`src/rtl/erase_pkg.sv`:
```
package erase_pkg;
  localparam logic [7:0] CMD_SETUP  = 8'h60;
  localparam logic [7:0] CMD_GO     = 8'hD0;
  localparam logic [7:0] CMD_STATUS = 8'h70;
  localparam int unsigned ST_READY_BIT = 6;
  localparam int unsigned ST_FAIL_BIT  = 0;

  typedef enum logic [1:0] {XF_CMD, XF_ADDR, XF_READ} xfer_e;

  typedef enum logic [3:0] {
    S_IDLE, S_SETUP, S_ADDR, S_GO, S_WAIT_LO, S_WAIT_HI,
    S_GAP, S_ST_CMD, S_ST_RD, S_FINISH
  } seq_state_e;
endpackage

```
`src/rtl/nand_bus_phy.sv`:
```
module nand_bus_phy
  import erase_pkg::*;
(
  input  logic       clk_i,
  input  logic       rst_ni,
  input  logic       req_i,
  input  xfer_e      kind_i,
  input  logic [7:0] wdata_i,
  output logic       ack_o,
  output logic [7:0] rdata_o,
  output logic       cle_o,
  output logic       ale_o,
  output logic       we_no,
  output logic       re_no,
  output logic [7:0] io_o,
  output logic       io_oe_o,
  input  logic [7:0] io_i
);
  logic [1:0] ph_q;

  // phase 1: strobe low, phase 2: strobe high, phase 0: latches dropped + ack
  always_ff @(posedge clk_i or negedge rst_ni) begin
    if (!rst_ni) begin
      ph_q    <= '0;
      cle_o   <= 1'b0;
      ale_o   <= 1'b0;
      we_no   <= 1'b1;
      re_no   <= 1'b1;
      io_o    <= '0;
      io_oe_o <= 1'b0;
      ack_o   <= 1'b0;
      rdata_o <= '0;
    end else begin
      ack_o <= 1'b0;
      case (ph_q)
        2'd0: if (req_i && !ack_o) begin
          cle_o   <= (kind_i == XF_CMD);
          ale_o   <= (kind_i == XF_ADDR);
          io_oe_o <= (kind_i != XF_READ);
          io_o    <= wdata_i;
          we_no   <= (kind_i == XF_READ);
          re_no   <= (kind_i != XF_READ);
          ph_q    <= 2'd1;
        end
        2'd1: begin
          we_no <= 1'b1;
          re_no <= 1'b1;
          if (!re_no) rdata_o <= io_i;
          ph_q  <= 2'd2;
        end
        2'd2: begin
          cle_o   <= 1'b0;
          ale_o   <= 1'b0;
          io_oe_o <= 1'b0;
          ack_o   <= 1'b1;
          ph_q    <= 2'd0;
        end
        default: ph_q <= 2'd0;
      endcase
    end
  end
endmodule

```
`src/rtl/gap_timer.sv`:
```
module gap_timer #(
  parameter int unsigned W = 8
) (
  input  logic         clk_i,
  input  logic         rst_ni,
  input  logic         load_i,
  input  logic [W-1:0] len_i,
  output logic         expired_o
);
  logic [W-1:0] cnt_q;

  always_ff @(posedge clk_i or negedge rst_ni) begin
    if (!rst_ni)             cnt_q <= '0;
    else if (load_i)         cnt_q <= (len_i == '0) ? W'(1) : len_i;
    else if (cnt_q != '0)    cnt_q <= cnt_q - W'(1);
  end

  assign expired_o = (cnt_q == '0);
endmodule

```
`src/rtl/erase_seq.sv`:
```
module erase_seq
  import erase_pkg::*;
#(
  parameter int unsigned ADDR_CYC = 3,
  parameter int unsigned IGN_BITS = 6,
  parameter int unsigned GAP_W    = 8,
  localparam int unsigned ROW_W   = 8 * ADDR_CYC,
  localparam int unsigned IDX_W   = (ADDR_CYC > 1) ? $clog2(ADDR_CYC) : 1
) (
  input  logic             clk_i,
  input  logic             rst_ni,
  input  logic             start_i,
  input  logic [ROW_W-1:0] row_addr_i,
  input  logic             mode_poll_i,
  input  logic [GAP_W-1:0] poll_gap_i,
  output logic             busy_o,
  output logic             done_o,
  output logic             fail_o,
  output logic             nand_cle_o,
  output logic             nand_ale_o,
  output logic             nand_we_no,
  output logic             nand_re_no,
  output logic [7:0]       nand_io_o,
  output logic             nand_io_oe_o,
  input  logic [7:0]       nand_io_i,
  input  logic             nand_rb_ni
);
  localparam logic [ROW_W-1:0] LOW_MASK = ROW_W'((64'd1 << IGN_BITS) - 64'd1);
  localparam logic [IDX_W-1:0] LAST_IDX = IDX_W'(ADDR_CYC - 1);

  seq_state_e       state_q;
  logic [ROW_W-1:0] row_q;
  logic [IDX_W-1:0] idx_q;
  logic [GAP_W-1:0] gap_q;
  logic             poll_q, fail_q;
  logic [1:0]       rb_sync_q;
  logic             rb_ready;

  logic       req, ack, tmr_load, tmr_exp;
  xfer_e      kind;
  logic [7:0] wdata, rdata;
  logic       st_ready, st_fail;

  assign st_ready = rdata[ST_READY_BIT];
  assign st_fail  = rdata[ST_FAIL_BIT];
  assign rb_ready = rb_sync_q[1];

  always_ff @(posedge clk_i or negedge rst_ni) begin
    if (!rst_ni) rb_sync_q <= 2'b11;
    else         rb_sync_q <= {rb_sync_q[0], nand_rb_ni};
  end

  always_comb begin
    req   = 1'b0;
    kind  = XF_CMD;
    wdata = '0;
    case (state_q)
      S_SETUP:  begin req = 1'b1; wdata = CMD_SETUP; end
      S_ADDR:   begin req = 1'b1; kind = XF_ADDR; wdata = row_q[8*idx_q +: 8]; end
      S_GO:     begin req = 1'b1; wdata = CMD_GO; end
      S_ST_CMD: begin req = 1'b1; wdata = CMD_STATUS; end
      S_ST_RD:  begin req = 1'b1; kind = XF_READ; end
      default:  ;
    endcase
  end

  assign tmr_load = poll_q && ack &&
                    ((state_q == S_GO) || (state_q == S_ST_RD && !st_ready));

  always_ff @(posedge clk_i or negedge rst_ni) begin
    if (!rst_ni) begin
      state_q <= S_IDLE;
      row_q   <= '0;
      idx_q   <= '0;
      gap_q   <= '0;
      poll_q  <= 1'b0;
      fail_q  <= 1'b0;
    end else begin
      case (state_q)
        S_IDLE: if (start_i) begin
          row_q   <= row_addr_i & ~LOW_MASK;
          poll_q  <= mode_poll_i;
          gap_q   <= poll_gap_i;
          fail_q  <= 1'b0;
          state_q <= S_SETUP;
        end
        S_SETUP: if (ack) begin idx_q <= '0; state_q <= S_ADDR; end
        S_ADDR: if (ack) begin
          if (idx_q == LAST_IDX) state_q <= S_GO;
          else                   idx_q   <= idx_q + IDX_W'(1);
        end
        S_GO:      if (ack) state_q <= poll_q ? S_GAP : S_WAIT_LO;
        S_WAIT_LO: if (!rb_ready) state_q <= S_WAIT_HI;
        S_WAIT_HI: if (rb_ready)  state_q <= S_ST_CMD;
        S_GAP:     if (tmr_exp)   state_q <= S_ST_CMD;
        S_ST_CMD:  if (ack)       state_q <= S_ST_RD;
        S_ST_RD: if (ack) begin
          if (!poll_q || st_ready) begin
            fail_q  <= st_fail;
            state_q <= S_FINISH;
          end else begin
            state_q <= S_GAP;
          end
        end
        S_FINISH: state_q <= S_IDLE;
        default:  state_q <= S_IDLE;
      endcase
    end
  end

  assign busy_o = (state_q != S_IDLE);
  assign done_o = (state_q == S_FINISH);
  assign fail_o = fail_q;

  nand_bus_phy u_phy (
    .clk_i   (clk_i),
    .rst_ni  (rst_ni),
    .req_i   (req),
    .kind_i  (kind),
    .wdata_i (wdata),
    .ack_o   (ack),
    .rdata_o (rdata),
    .cle_o   (nand_cle_o),
    .ale_o   (nand_ale_o),
    .we_no   (nand_we_no),
    .re_no   (nand_re_no),
    .io_o    (nand_io_o),
    .io_oe_o (nand_io_oe_o),
    .io_i    (nand_io_i)
  );

  gap_timer #(.W(GAP_W)) u_gap (
    .clk_i     (clk_i),
    .rst_ni    (rst_ni),
    .load_i    (tmr_load),
    .len_i     (gap_q),
    .expired_o (tmr_exp)
  );
endmodule

```
`config.mk`:
```
export PLATFORM = sky130hd
export DESIGN_NAME = erase_seq
export DESIGN_NICKNAME = d
export VERILOG_FILES = /design/src/rtl/erase_pkg.sv /design/src/rtl/nand_bus_phy.sv /design/src/rtl/gap_timer.sv /design/src/rtl/erase_seq.sv
export SDC_FILE = /design/constraint.sdc
export NUM_CORES = 1
export LEC_CHECK = 0
export BUFFER_PORTS_ARGS = -buffer_cell sky130_fd_sc_hd__buf_2
export CORE_AREA = 4 4 76 149
export DETAILED_ROUTE_END_ITERATION = 8
export DIE_AREA = 0 0 80 153
export PLACE_DENSITY = 0.52
export SLEW_MARGIN = 10
export SYNTH_ARGS = -nofsm -noshare
export SYNTH_HDL_FRONTEND = slang
export SYNTH_SLANG_ARGS = --single-unit
export TNS_END_PERCENT = 20
```
`constraint.sdc`:
```
create_clock -name clk_i -period 2 [get_ports clk_i]
set_input_delay 0.2 -clock clk_i [delete_from_list [all_inputs] [get_ports clk_i]]
set_output_delay 0.2 -clock clk_i [all_outputs]
set_load 0.05 [all_outputs]
```
==> impl_summary.md, run 1 <==
Clock tree
The maximum number of buffers from clock root to sink is 2. The number of clock sinks seen by CTS is 62. Clock-pin slew was measured on the worst setup and hold paths at 0.05 ns. TritonCTS built the clock tree. The total clock buffers created by CTS is 9. The H-tree depth is 3.

In this run the clock root is driven by a sky130_fd_sc_hd__clkbuf_16. The clock reaches the later pin of the worst-skew pair after 0.33 ns.

Setup path
The data arrival time of the critical path is 2.23 ns. The critical setup path kind is flip-flop to flip-flop. The maximum fanout count along the critical path is 4. The kind of start point of the critical path is a flip-flop. Data on the critical path is required at its endpoint by 2.21 ns. The worst setup path is captured at a flip-flop.

Layout
Summing all multi-input logic gate instances after layout gives 1360 sq um. For this run, the share of the core covered by cells in the final layout is 38.3%. Fill cells in the final layout number 1062. The post-route netlist has 42.4% of its cells at a drive strength greater than 1. Once layout is done, the placed cells without fillers occupy 3890 sq um. The layout overhead on the synthesized area is 29.4%.

For this run, the post-layout net count is 390. The number of antenna diodes in the final layout is 0. In the final layout, flip-flops and latches occupy 1560 sq um.

Global route
The overall overflow remaining after global route is 0. The via count of the first global-routing pass is 2439. The number of antenna violations at the first check in global routing is 0. The first global-routing pass estimated 11900 um of wire. Global routing used 12.8% of the available tracks across all layers.

The largest net degree at the start of global routing is 24.

Worst hold path
The tightest min-delay check is of the input pin to flip-flop type.

Synth
The primary flip-flop cell chosen by synthesis mapping is sky130_fd_sc_hd__dfrtp_1. Sequential elements use 51.8% of the synthesized area. Sorting the synthesized cells by area gives the leading types as sky130_fd_sc_hd__dfrtp_1 (48%), sky130_fd_sc_hd__mux2_2 (13%), sky130_fd_sc_hd__dfstp_2 (3.5%).

The post-synthesis cell type with the largest combined area is sky130_fd_sc_hd__dfrtp_1. The gate count of the mapped netlist is 267. The combined area of all synthesized cells is 3000 sq um. Yosys printed 0 warnings.

Synthesis inferred 62 register bits. The post-synth net total is 315. Sorting the synthesized cells by how often they occur yields sky130_fd_sc_hd__dfrtp_1 (58), sky130_fd_sc_hd__mux2_2 (36), sky130_fd_sc_hd__nand2_1 (20), sky130_fd_sc_hd__nor2_1 (16), sky130_fd_sc_hd__o21ai_0 (13). The post-synthesis async set-or-reset flop share is 100%. The most common cell in the netlist is sky130_fd_sc_hd__dfrtp_1.

Of the post-synthesis cell area, the dominant cell type holds 48.3%. The synthesized area divided by synthesized cell count is 11.3 sq um. The netlist uses 46 different library cells. The count of flip-flops with a built-in enable after synthesis is 0.

Timing
The final setup slack of the worst path is -0.0150 ns. Setup repair after global routing could not meet its margin everywhere. In the finished design, the share of the clock period the worst path needs comes to 101%.

Clock skew on the completed layout was measured at 0.00771 ns. The number of hold-slack violations in the final timing report came to 0. Counting I/O delays and the setup requirement, the final critical path takes 2.02 ns. Headroom to the max-slew limit came out at 65.1%. The max-slew violation total from the final report is 0. Setup violations remaining at the end of the flow were counted as 3.

The maximum operating frequency is 496 MHz. At the pin with the least slew margin, the transition time is 0.523 ns.

Pwr
The worst-case IR drop observed on VDD is 0.000649 V. The power density over the cells is 1660 nW/um^2. For this design the static power due to leakage is 1.80 nW.

Drt
The detail-routed via count per cell is 4.69. The routed layout has 2259 vias. After detailed routing, the total wire length is 7230 um.

In the routed design, unresolved DRC markers number 0. The post-detailed-route count of antenna-violating nets is 0. After detailed routing, the average wire length per cell comes to 15.0 um.

The first TritonRoute pass finished after 5 iterations. The iteration-0 DRC count of the detailed router is 63.

Die
The cell row count is 52. The core area is 10100 sq um. The I/O pin count is 61.

The starting density of the core is 29.6%. The die span in x is 80 um. The die outline height is 153 um.

The die covers 12200 sq um.

Placement
The cell area after placement is 3530 sq um. The count of buffers from port buffering is 48. The placer's final routability congestion estimate is 0.763. The detailed placement HPWL is 5550 um.

Status
The run finished, with violations left. The checks that failed: negative setup slack.

Job
The number of max-capacitance violations reported is 0.
-- worst max-delay path, cell delays in order (launching register included) --
cell                      delay, ns
sky130_fd_sc_hd__dfrtp_1       0.40
sky130_fd_sc_hd__or4b_4        0.55
sky130_fd_sc_hd__o221a_4       0.13
sky130_fd_sc_hd__or4_4         0.43
sky130_fd_sc_hd__inv_2         0.09
sky130_fd_sc_hd__mux2_4        0.29
-- per-layer routing --
metal	share of wire [%]	track usage [%]	routed length, um	vias to the layer above
met1	37	13.3	2690	1101
met5	0	0	0	-
li1	-	-	-	1101
met4	2.7	6.69	196	0
met2	57	23.0	4090	47
met3	3.5	3.24	256	10
-- worst paths after layout --
check,start,to,slack (ns),cells after the start
worst max-delay path,state_q[0],u_phy.io_o[4],-0.02,5
worst min-delay path,row_addr_i[20],row_q[20],0.1,2
worst max register to register,state_q[0],u_phy.io_o[4],-0.02,5
worst min register to register,rb_sync_q[0],rb_sync_q[1],0.36,0
max in group asynchronous,rst_ni,rb_sync_q[1],0.90,3
min in group asynchronous,rst_ni,u_phy.ale_o,0.38,2
-- what timing repair did --
action | in CTS | in global routing
cloned | 0 | 0
hold buffers | 2 | 0
pin swaps | 3 | 1
resized for setup | 5 | 5
endpoints found under the hold margin | 20 | 0
buffers inserted | 2 | 0
endpoints found under the setup margin | 9 | 21
-- state kept, by name, indices dropped and copies added (netlist names), 2 cells and up --
| name | flops |
|---|---|
| u_phy.io_o | 8 |
| u_phy.ph_q | 2 |
| u_gap.cnt_q | 8 |
| state_q | 4 |
| row_q | 18 |
| gap_q | 8 |
| idx_q | 2 |
| u_phy.rdata_o | 2 |
| rb_sync_q | 2 |
-- final cells by class --
class | instances | share of cell area (%)
multi-input combinational | 179 | 35.1
tap | 135 | 4.35
clock buffer | 12 | 6.34
timing repair buffer | 79 | 12.6
clock inverter | 4 | 0.580
inverter | 11 | 1.06
sequential | 62 | 40.1
-- kinds of logic after synthesis --
| family | synth area share (%) |
|---|---|
| XOR/XNOR | 1.75 |
| AO/OA/AOI/OAI | 11.2 |
| buffers and inverters | 4.29 |
| multiplexers | 15.2 |
| adder cells (fa/ha/maj) | 1.25 |
| flip-flops | 51.8 |
| AND/OR/NAND/NOR | 14.5 |
-- layout by cell type, fill, tap and decap left out, types with 3 or more instances in the layout --
cell type                    n
sky130_fd_sc_hd__dfrtp_1    58
sky130_fd_sc_hd__buf_2      47
sky130_fd_sc_hd__mux2_2     35
sky130_fd_sc_hd__buf_4      28
sky130_fd_sc_hd__nand2_1    20
sky130_fd_sc_hd__nor2_1     16
sky130_fd_sc_hd__o21ai_0    13
sky130_fd_sc_hd__inv_1      10
sky130_fd_sc_hd__nand2b_1    9
sky130_fd_sc_hd__nor2b_1     9
sky130_fd_sc_hd__clkbuf_16   9
sky130_fd_sc_hd__a22oi_1     8
sky130_fd_sc_hd__a21oi_1     7
sky130_fd_sc_hd__mux2i_1     5
sky130_fd_sc_hd__nand3_1     4
sky130_fd_sc_hd__nor4_1      4
sky130_fd_sc_hd__nor3_1      4
sky130_fd_sc_hd__xnor2_1     4
sky130_fd_sc_hd__dfstp_2     4
sky130_fd_sc_hd__o22ai_1     3
sky130_fd_sc_hd__o31ai_2     3
sky130_fd_sc_hd__ha_1        3
sky130_fd_sc_hd__clkinv_2    3
-- metrics by stage --
stage	instances	hold WS, ns	TNS, ns	setup WS [ns]	total power, mW
detailed placement	462	0.195	-0.226	-0.0787	5.00
finish	482	0.0976	-0.0342	-0.0150	6.45
global placement	462	0.188	-0.0344	-0.0171	4.92
floorplan	267	-0.0956	-1.90	-0.209	4.13
global route	482	0.0897	-0.842	-0.0889	6.92
CTS	482	0.0843	-0.0809	-0.0297	6.53
-- where the power goes --
group          internal [mW]  switching (mW)
registers               1.79           0.352
logic                   1.34            1.57
clock network          0.864           0.531
total                   3.99            2.45
(Power assumes the default switching activity.)
==> run 2, diff against run 1 <==
--- a/config.mk
+++ b/config.mk
@@ -6,10 +6,12 @@
 export NUM_CORES = 1
 export LEC_CHECK = 0
 export BUFFER_PORTS_ARGS = -buffer_cell sky130_fd_sc_hd__buf_2
+export CELL_PAD_IN_SITES_DETAIL_PLACEMENT = 1
+export CELL_PAD_IN_SITES_GLOBAL_PLACEMENT = 1
 export CORE_AREA = 4 4 76 149
 export DETAILED_ROUTE_END_ITERATION = 8
 export DIE_AREA = 0 0 80 153
-export PLACE_DENSITY = 0.52
+export PLACE_DENSITY = 0.62
 export SLEW_MARGIN = 10
 export SYNTH_ARGS = -nofsm -noshare
 export SYNTH_HDL_FRONTEND = slang
==> impl_summary.md, run 2 (synthesized netlist as in run 1, its figures left out) <==
Timing
The max-slew violation total from the final report is 0 (unchanged). The number of endpoints failing setup at the final stage is 4 (was 3). The final setup slack of the worst path is -0.0419 ns (was -0.0150 ns). The setup clock skew after layout is 0.00607 ns (was 0.00771 ns). The transition time at the pin with the least slew margin is 0.437 ns (was 0.523 ns).

The worst relative slew slack is 70.6% (was 65.1%). The setup total negative slack is -0.109 ns (was -0.0342 ns). The post-layout minimum cycle time is 2.04 ns (was 2.02 ns). Setup repair after global routing missed its margin: yes (unchanged). The final clock period utilization by the worst path is 102% (was 101%). The final worst hold slack is 0.0950 ns (was 0.0976 ns).

The number of hold-slack violations in the final timing report is 0 (unchanged). The maximum operating frequency is 490 MHz (was 496 MHz).

Drt
The post-detailed-route count of antenna-violating nets came to 0 (unchanged). The final wirelength was 7810 um (was 7230 um). The first-pass iteration count of the detailed router is 4 (was 5).

The final routed wire length divided by cell count came to 16.3 um (was 15.0 um). The iteration-0 DRC count of the detailed router is 70 (was 63). The number of design rule violations left after detail routing is 0 (unchanged). The detail-routed via count per cell is 4.82 (was 4.69).

The routed via count is 2312 (was 2259).

Global route
The global-route wire length before repair came to 13200 um (was 11900 um). The largest net degree at the start of global routing is 63 (was 24). The global-route usage over all layers is 14.0% (was 12.8%).

The via count of the first global-routing pass came to 2584 (was 2439). The number of antenna violations at the first check in global routing is 0 (unchanged). The overall overflow remaining after global route is 0 (unchanged).

Layout
The layout overhead on the synthesized area is 31.2% (was 29.4%). The area used by multi-input combinational logic is 1370 sq um (was 1360 sq um). The final cell count without fillers is 480 (was 482). The sequential standard cell area is 1560 sq um (unchanged). The most flop-heavy register is row_q (unchanged).

The count of filler cells inserted in the layout is 1163 (was 1062). The number of nets in the finished design is 388 (was 390). The final standard cell utilization of the core is 38.8% (was 38.3%). The final antenna diode count is 0 (unchanged).

The most common cell after layout, fill and taps aside is sky130_fd_sc_hd__dfrtp_1 (unchanged). The final instance area is 3940 sq um (was 3890 sq um). Commonest cells after routing, fill and taps aside: sky130_fd_sc_hd__dfrtp_1 (58), sky130_fd_sc_hd__buf_2 (48), sky130_fd_sc_hd__mux2_2 (34) (was sky130_fd_sc_hd__dfrtp_1 (58), sky130_fd_sc_hd__buf_2 (47), sky130_fd_sc_hd__mux2_2 (35)). The fraction of final layout cells with drive strength greater than 1 is 42.3% (was 42.4%). The flip-flop count of the largest register after layout is 18 (unchanged).

Setup path
The cell family with the largest share of critical-path delay is simple AND/OR/NAND/NOR gates (unchanged). The kind of start point of the critical path is a flip-flop (unchanged). The critical setup path kind is flip-flop to flip-flop (unchanged).

The sum of buffers and inverters on the critical path is 1 (unchanged). The master of the slowest instance on the critical path is sky130_fd_sc_hd__or4b_4 (unchanged). The required time of the critical path was 2.22 ns (was 2.21 ns). Cell Chain, Critical Path: or4b_4 > o221a_4 > or4_4 > inv_4 > mux2_4 (was or4b_4 > o221a_4 > or4_4 > inv_2 > mux2_4). The element type at the critical path end is a flip-flop (unchanged). The stage delay of the slowest cell on the critical path is 0.56 ns (was 0.55 ns). The maximum fanout count along the critical path is 3 (was 4). The data arrival time of the critical path is 2.26 ns (was 2.23 ns).

Die
The I/O pin count is 61 (unchanged). The core area is 10100 sq um (unchanged). The starting density of the core is 29.6% (unchanged).

The area of the die was 12200 sq um (unchanged). The die outline height came to 153 um (unchanged). The die span in x came to 80 um (unchanged).

The cell row count is 52 (unchanged).

Pwr
The overall power after layout is 6.77 mW (was 6.45 mW). The reported leakage power is 1.81 nW (was 1.80 nW). The maximum vdd drop is 0.000705 V (was 0.000649 V).

The power density over the cells is 1720 nW/um^2 (was 1660 nW/um^2).

Placement
The cell count after placement is 461 (was 462). The count of buffers from port buffering is 48 (unchanged). The pre-CTS worst setup slack came to -0.0551 ns (was -0.0787 ns). The cell area after placement is 3540 sq um (was 3530 sq um).

The detailed placement HPWL is 5800 um (was 5550 um). The placer's final routability congestion estimate is 0.773 (was 0.763).

Clock tree
The H-tree depth is 3 (unchanged). The clock transition at the registers of the reported paths was 0.06 ns (was 0.05 ns). The total clock buffers created by CTS is 9 (unchanged).

The maximum number of buffers from clock root to sink is 2 (unchanged). The clock tree from TritonCTS is yes (unchanged). The clock insertion delay at the later pin of the skew report came to 0.33 ns (about the same).

The number of clock sinks seen by CTS came to 62 (unchanged). The library cell used as clock root buffer is sky130_fd_sc_hd__clkbuf_16 (unchanged).

Status
Run status: finished with violations (unchanged). Failing checks: negative setup slack (unchanged).

Job
The number of max-capacitance violations reported was 0 (unchanged).

Worst hold path
The worst min-delay path category is input pin to flip-flop (unchanged).
run 2: worst paths after layout:
| path | from | to | slack, ns | depth (start not counted) |
|---|---|---|---|---|
| min in group asynchronous | rst_ni | gap_q[5] | 0.40 | 3 |
| max in group asynchronous | rst_ni | rb_sync_q[0] | 1.25 | 3 |
| worst max register to register | state_q[1] | u_phy.io_o[4] | -0.04 | 5 |
| worst min register to register | rb_sync_q[0] | rb_sync_q[1] | 0.35 | 0 |
| worst min-delay path | row_addr_i[13] | row_q[13] | 0.1 | 2 |
| worst max-delay path | state_q[1] | u_phy.io_o[4] | -0.04 | 5 |
run 2: power breakdown:
part	leakage (nW)	internal (mW)	switching [mW]
clock	0.145	1.00	0.593
combinational	0.896	1.39	1.64
sequential	0.771	1.79	0.363
total	1.81	4.18	2.59
run 2: what timing repair did:
action	CTS	global route
endpoints found under the hold margin	59	0
endpoints found under the setup margin	11	20
pin swaps	1	3
gates resized for setup	3	15
setup buffers	0	1
hold buffers	2	0
run 2: routing by layer:
metal | share of wire [%] | wire, um | vias to the layer above | track usage [%]
met5 | 0 | 0 | - | 0
met4 | 2.2 | 170 | 0 | 6.12
met3 | 3.2 | 248 | 13 | 3.59
met2 | 58 | 4520 | 43 | 25.8
met1 | 37 | 2870 | 1159 | 14.5
li1 | - | - | 1097 | -
run 2: final cells by class:
class,instances,share of cell area [%]
clock inverters,6,1.81
well taps,135,4.29
flip-flops and latches,62,39.5
clock buffers,10,6.06
multi-input cells,179,34.7
repair buffers,77,12.5
inverters,11,1.11
==> run 3, diff against run 2 <==
--- a/config.mk
+++ b/config.mk
@@ -8,10 +8,10 @@
 export BUFFER_PORTS_ARGS = -buffer_cell sky130_fd_sc_hd__buf_2
 export CELL_PAD_IN_SITES_DETAIL_PLACEMENT = 1
 export CELL_PAD_IN_SITES_GLOBAL_PLACEMENT = 1
-export CORE_AREA = 4 4 76 149
+export CORE_AREA = 4 4 68 132
 export DETAILED_ROUTE_END_ITERATION = 8
-export DIE_AREA = 0 0 80 153
-export PLACE_DENSITY = 0.62
+export DIE_AREA = 0 0 72 136
+export PLACE_DENSITY = 0.76
 export SLEW_MARGIN = 10
 export SYNTH_ARGS = -nofsm -noshare
 export SYNTH_HDL_FRONTEND = slang
==> impl_summary.md, run 3 (synthesized netlist as in run 1, its figures left out) <==
Placement
The count of buffers from port buffering is 48 (unchanged). The detailed placement HPWL is 5770 um (was 5800 um). The placer's final routability congestion estimate is 0.803 (was 0.773). The cell area after placement was 3470 sq um (was 3540 sq um).

Timing
The final clock period utilization by the worst path was 102% (about the same). The max-slew violation total from the final report is 0 (unchanged). The transition time at the pin with the least slew margin came to 0.450 ns (was 0.437 ns). The maximum operating frequency is 489 MHz (was 490 MHz). Setup repair after global routing missed its margin: yes (unchanged).

The post-layout minimum cycle time is 2.05 ns (was 2.04 ns). The worst relative slew slack came to 69.7% (was 70.6%). The setup clock skew after layout came to 0.00576 ns (was 0.00607 ns). The final setup slack of the worst path is -0.0458 ns (was -0.0419 ns). The number of endpoints failing setup at the final stage was 7 (was 4). The number of hold-slack violations in the final timing report came to 0 (unchanged).

Die
The area of the die was 9790 sq um (was 12200 sq um). The core area is 7940 sq um (was 10100 sq um). The die span in x is 72 um (was 80 um). The cell row count is 46 (was 52). The die outline height is 136 um (was 153 um).

The I/O pin count is 61 (unchanged). The starting density of the core is 37.8% (was 29.6%).

Job
The number of max-capacitance violations reported came to 0 (unchanged).

Layout
The final standard cell utilization of the core is 48.1% (was 38.8%). The most common cell after layout, fill and taps aside is sky130_fd_sc_hd__dfrtp_1 (unchanged). The most flop-heavy register is row_q (unchanged). The flip-flop count of the largest register after layout was 18 (unchanged). The number of nets in the finished design came to 385 (was 388). The fraction of final layout cells with drive strength greater than 1 is 40.6% (was 42.3%). The count of filler cells inserted in the layout came to 901 (was 1163). The layout overhead on the synthesized area is 27.2% (was 31.2%). The final antenna diode count is 0 (unchanged). Commonest cells after routing, fill and taps aside: sky130_fd_sc_hd__dfrtp_1 (58), sky130_fd_sc_hd__buf_2 (48), sky130_fd_sc_hd__mux2_2 (35) (was sky130_fd_sc_hd__dfrtp_1 (58), sky130_fd_sc_hd__buf_2 (48), sky130_fd_sc_hd__mux2_2 (34)). The final instance area is 3820 sq um (was 3940 sq um).

Drt
The first-pass iteration count of the detailed router is 5 (was 4). The final wirelength was 7720 um (was 7810 um). The number of design rule violations left after detail routing is 0 (unchanged). The detail-routed via count per cell is 5.29 (was 4.82). The final routed wire length divided by cell count is 17.6 um (was 16.3 um). The routed via count is 2317 (was 2312). The iteration-0 DRC count of the detailed router is 40 (was 70).

The post-detailed-route count of antenna-violating nets is 0 (unchanged).

Global route
The largest net degree at the start of global routing is 63 (unchanged). The global-route wire length before repair is 12600 um (was 13200 um). The number of antenna violations at the first check in global routing was 0 (unchanged). The global-route usage over all layers is 17.1% (was 14.0%). The overall overflow remaining after global route came to 0 (unchanged). The via count of the first global-routing pass is 2620 (was 2584).

Setup path
The required time of the critical path came to 2.23 ns (was 2.22 ns). The element type at the critical path end was a flip-flop (unchanged). The critical setup path kind is flip-flop to flip-flop (unchanged). The kind of start point of the critical path is a flip-flop (unchanged). The data arrival time of the critical path came to 2.28 ns (was 2.26 ns). The maximum fanout count along the critical path is 12 (was 3).

Clock tree
The clock tree from TritonCTS is yes (unchanged). The clock transition at the registers of the reported paths is 0.05 ns (was 0.06 ns). The number of setup buffers added after CTS is 0 (unchanged). The clock insertion delay at the later pin of the skew report came to 0.33 ns (about the same). The H-tree depth is 3 (unchanged).

The library cell used as clock root buffer is sky130_fd_sc_hd__clkbuf_16 (unchanged). The maximum number of buffers from clock root to sink came to 2 (unchanged). The total clock buffers created by CTS is 9 (unchanged). The number of clock sinks seen by CTS was 62 (unchanged).

Pwr
The maximum vdd drop is 0.000744 V (was 0.000705 V). The power density over the cells was 1710 nW/um^2 (was 1720 nW/um^2). The reported leakage power is 1.78 nW (was 1.81 nW).

Status
Run status: finished with violations (unchanged). Failing checks: negative setup slack (unchanged).

Worst hold path
The worst min-delay path category was input pin to flip-flop (unchanged).
==> run 3: per-stage QoR <==
step           hold WS [ns]  setup TNS (ns)  setup WS [ns]  total power, mW  instances
2_1_floorplan       -0.0956           -1.90         -0.209             4.13        267
3_3_place_gp          0.239         -0.0561        -0.0281             4.85        420
3_5_place_dp          0.241          -0.258         -0.122             5.02        420
4_1_cts              0.0920          -0.230        -0.0505             6.54        438
5_1_grt              0.0932           -1.03         -0.105             7.00        438
6_report              0.104          -0.149        -0.0458             6.55        438
==> run 3: area by class of cell <==
type / instances / area, sq um / area share, %
Tap cell: 96 / 120 / 3.14
Multi-Input combinational cell: 179 / 1370 / 35.8
Sequential cell: 62 / 1560 / 40.7
Clock buffer: 15 / 268 / 7.01
Timing Repair Buffer: 74 / 460 / 12.1
Clock inverter: 1 / 5.00 / 0.131
Inverter: 11 / 43.8 / 1.15
==> run 3: metal layers <==
metal  vias up  part of all wire [%]  global-route usage, %
met3        18                   3.8                   4.29
li1       1087                     -                      -
met4         0                   2.9                   9.21
met5         -                     0                      0
met2        47                    58                   32.4
met1      1165                    35                   16.2
==> run 3: path summary, 6_finish.rpt <==
check | from | endpoint | slack (ns) | depth (start not counted)
setup / recovery | state_q[0] | u_phy.io_o[0] | -0.05 | 5
hold / removal | row_addr_i[11] | row_q[11] | 0.10 | 2
setup reg to reg | state_q[0] | u_phy.io_o[0] | -0.05 | 5
hold reg to reg | rb_sync_q[0] | rb_sync_q[1] | 0.35 | 0
max in group asynchronous | rst_ni | rb_sync_q[1] | 1.25 | 3
min in group asynchronous | rst_ni | gap_q[5] | 0.42 | 3
==> run 3: worst max-delay path, cell delays in order, from the launching register on <==
cell,delay (ns)
sky130_fd_sc_hd__dfrtp_1,0.41
sky130_fd_sc_hd__or4b_4,0.54
sky130_fd_sc_hd__o221a_4,0.14
sky130_fd_sc_hd__or4_4,0.45
sky130_fd_sc_hd__buf_6,0.17
sky130_fd_sc_hd__o31ai_4,0.24
==> run 3: what timing repair did <==
item	CTS	global route
resized for setup	4	8
hold endpoints to repair	59	0
endpoints found under the setup margin	11	20
pin swaps	1	3
hold buffers	2	0
==> run 3: report_power, final <==
part           internal [mW]  switching (mW)  leakage [nW]
Clock                  0.904           0.514         0.134
Combinational           1.32            1.64         0.874
Sequential              1.79           0.374         0.771
Total                   4.02            2.52          1.78
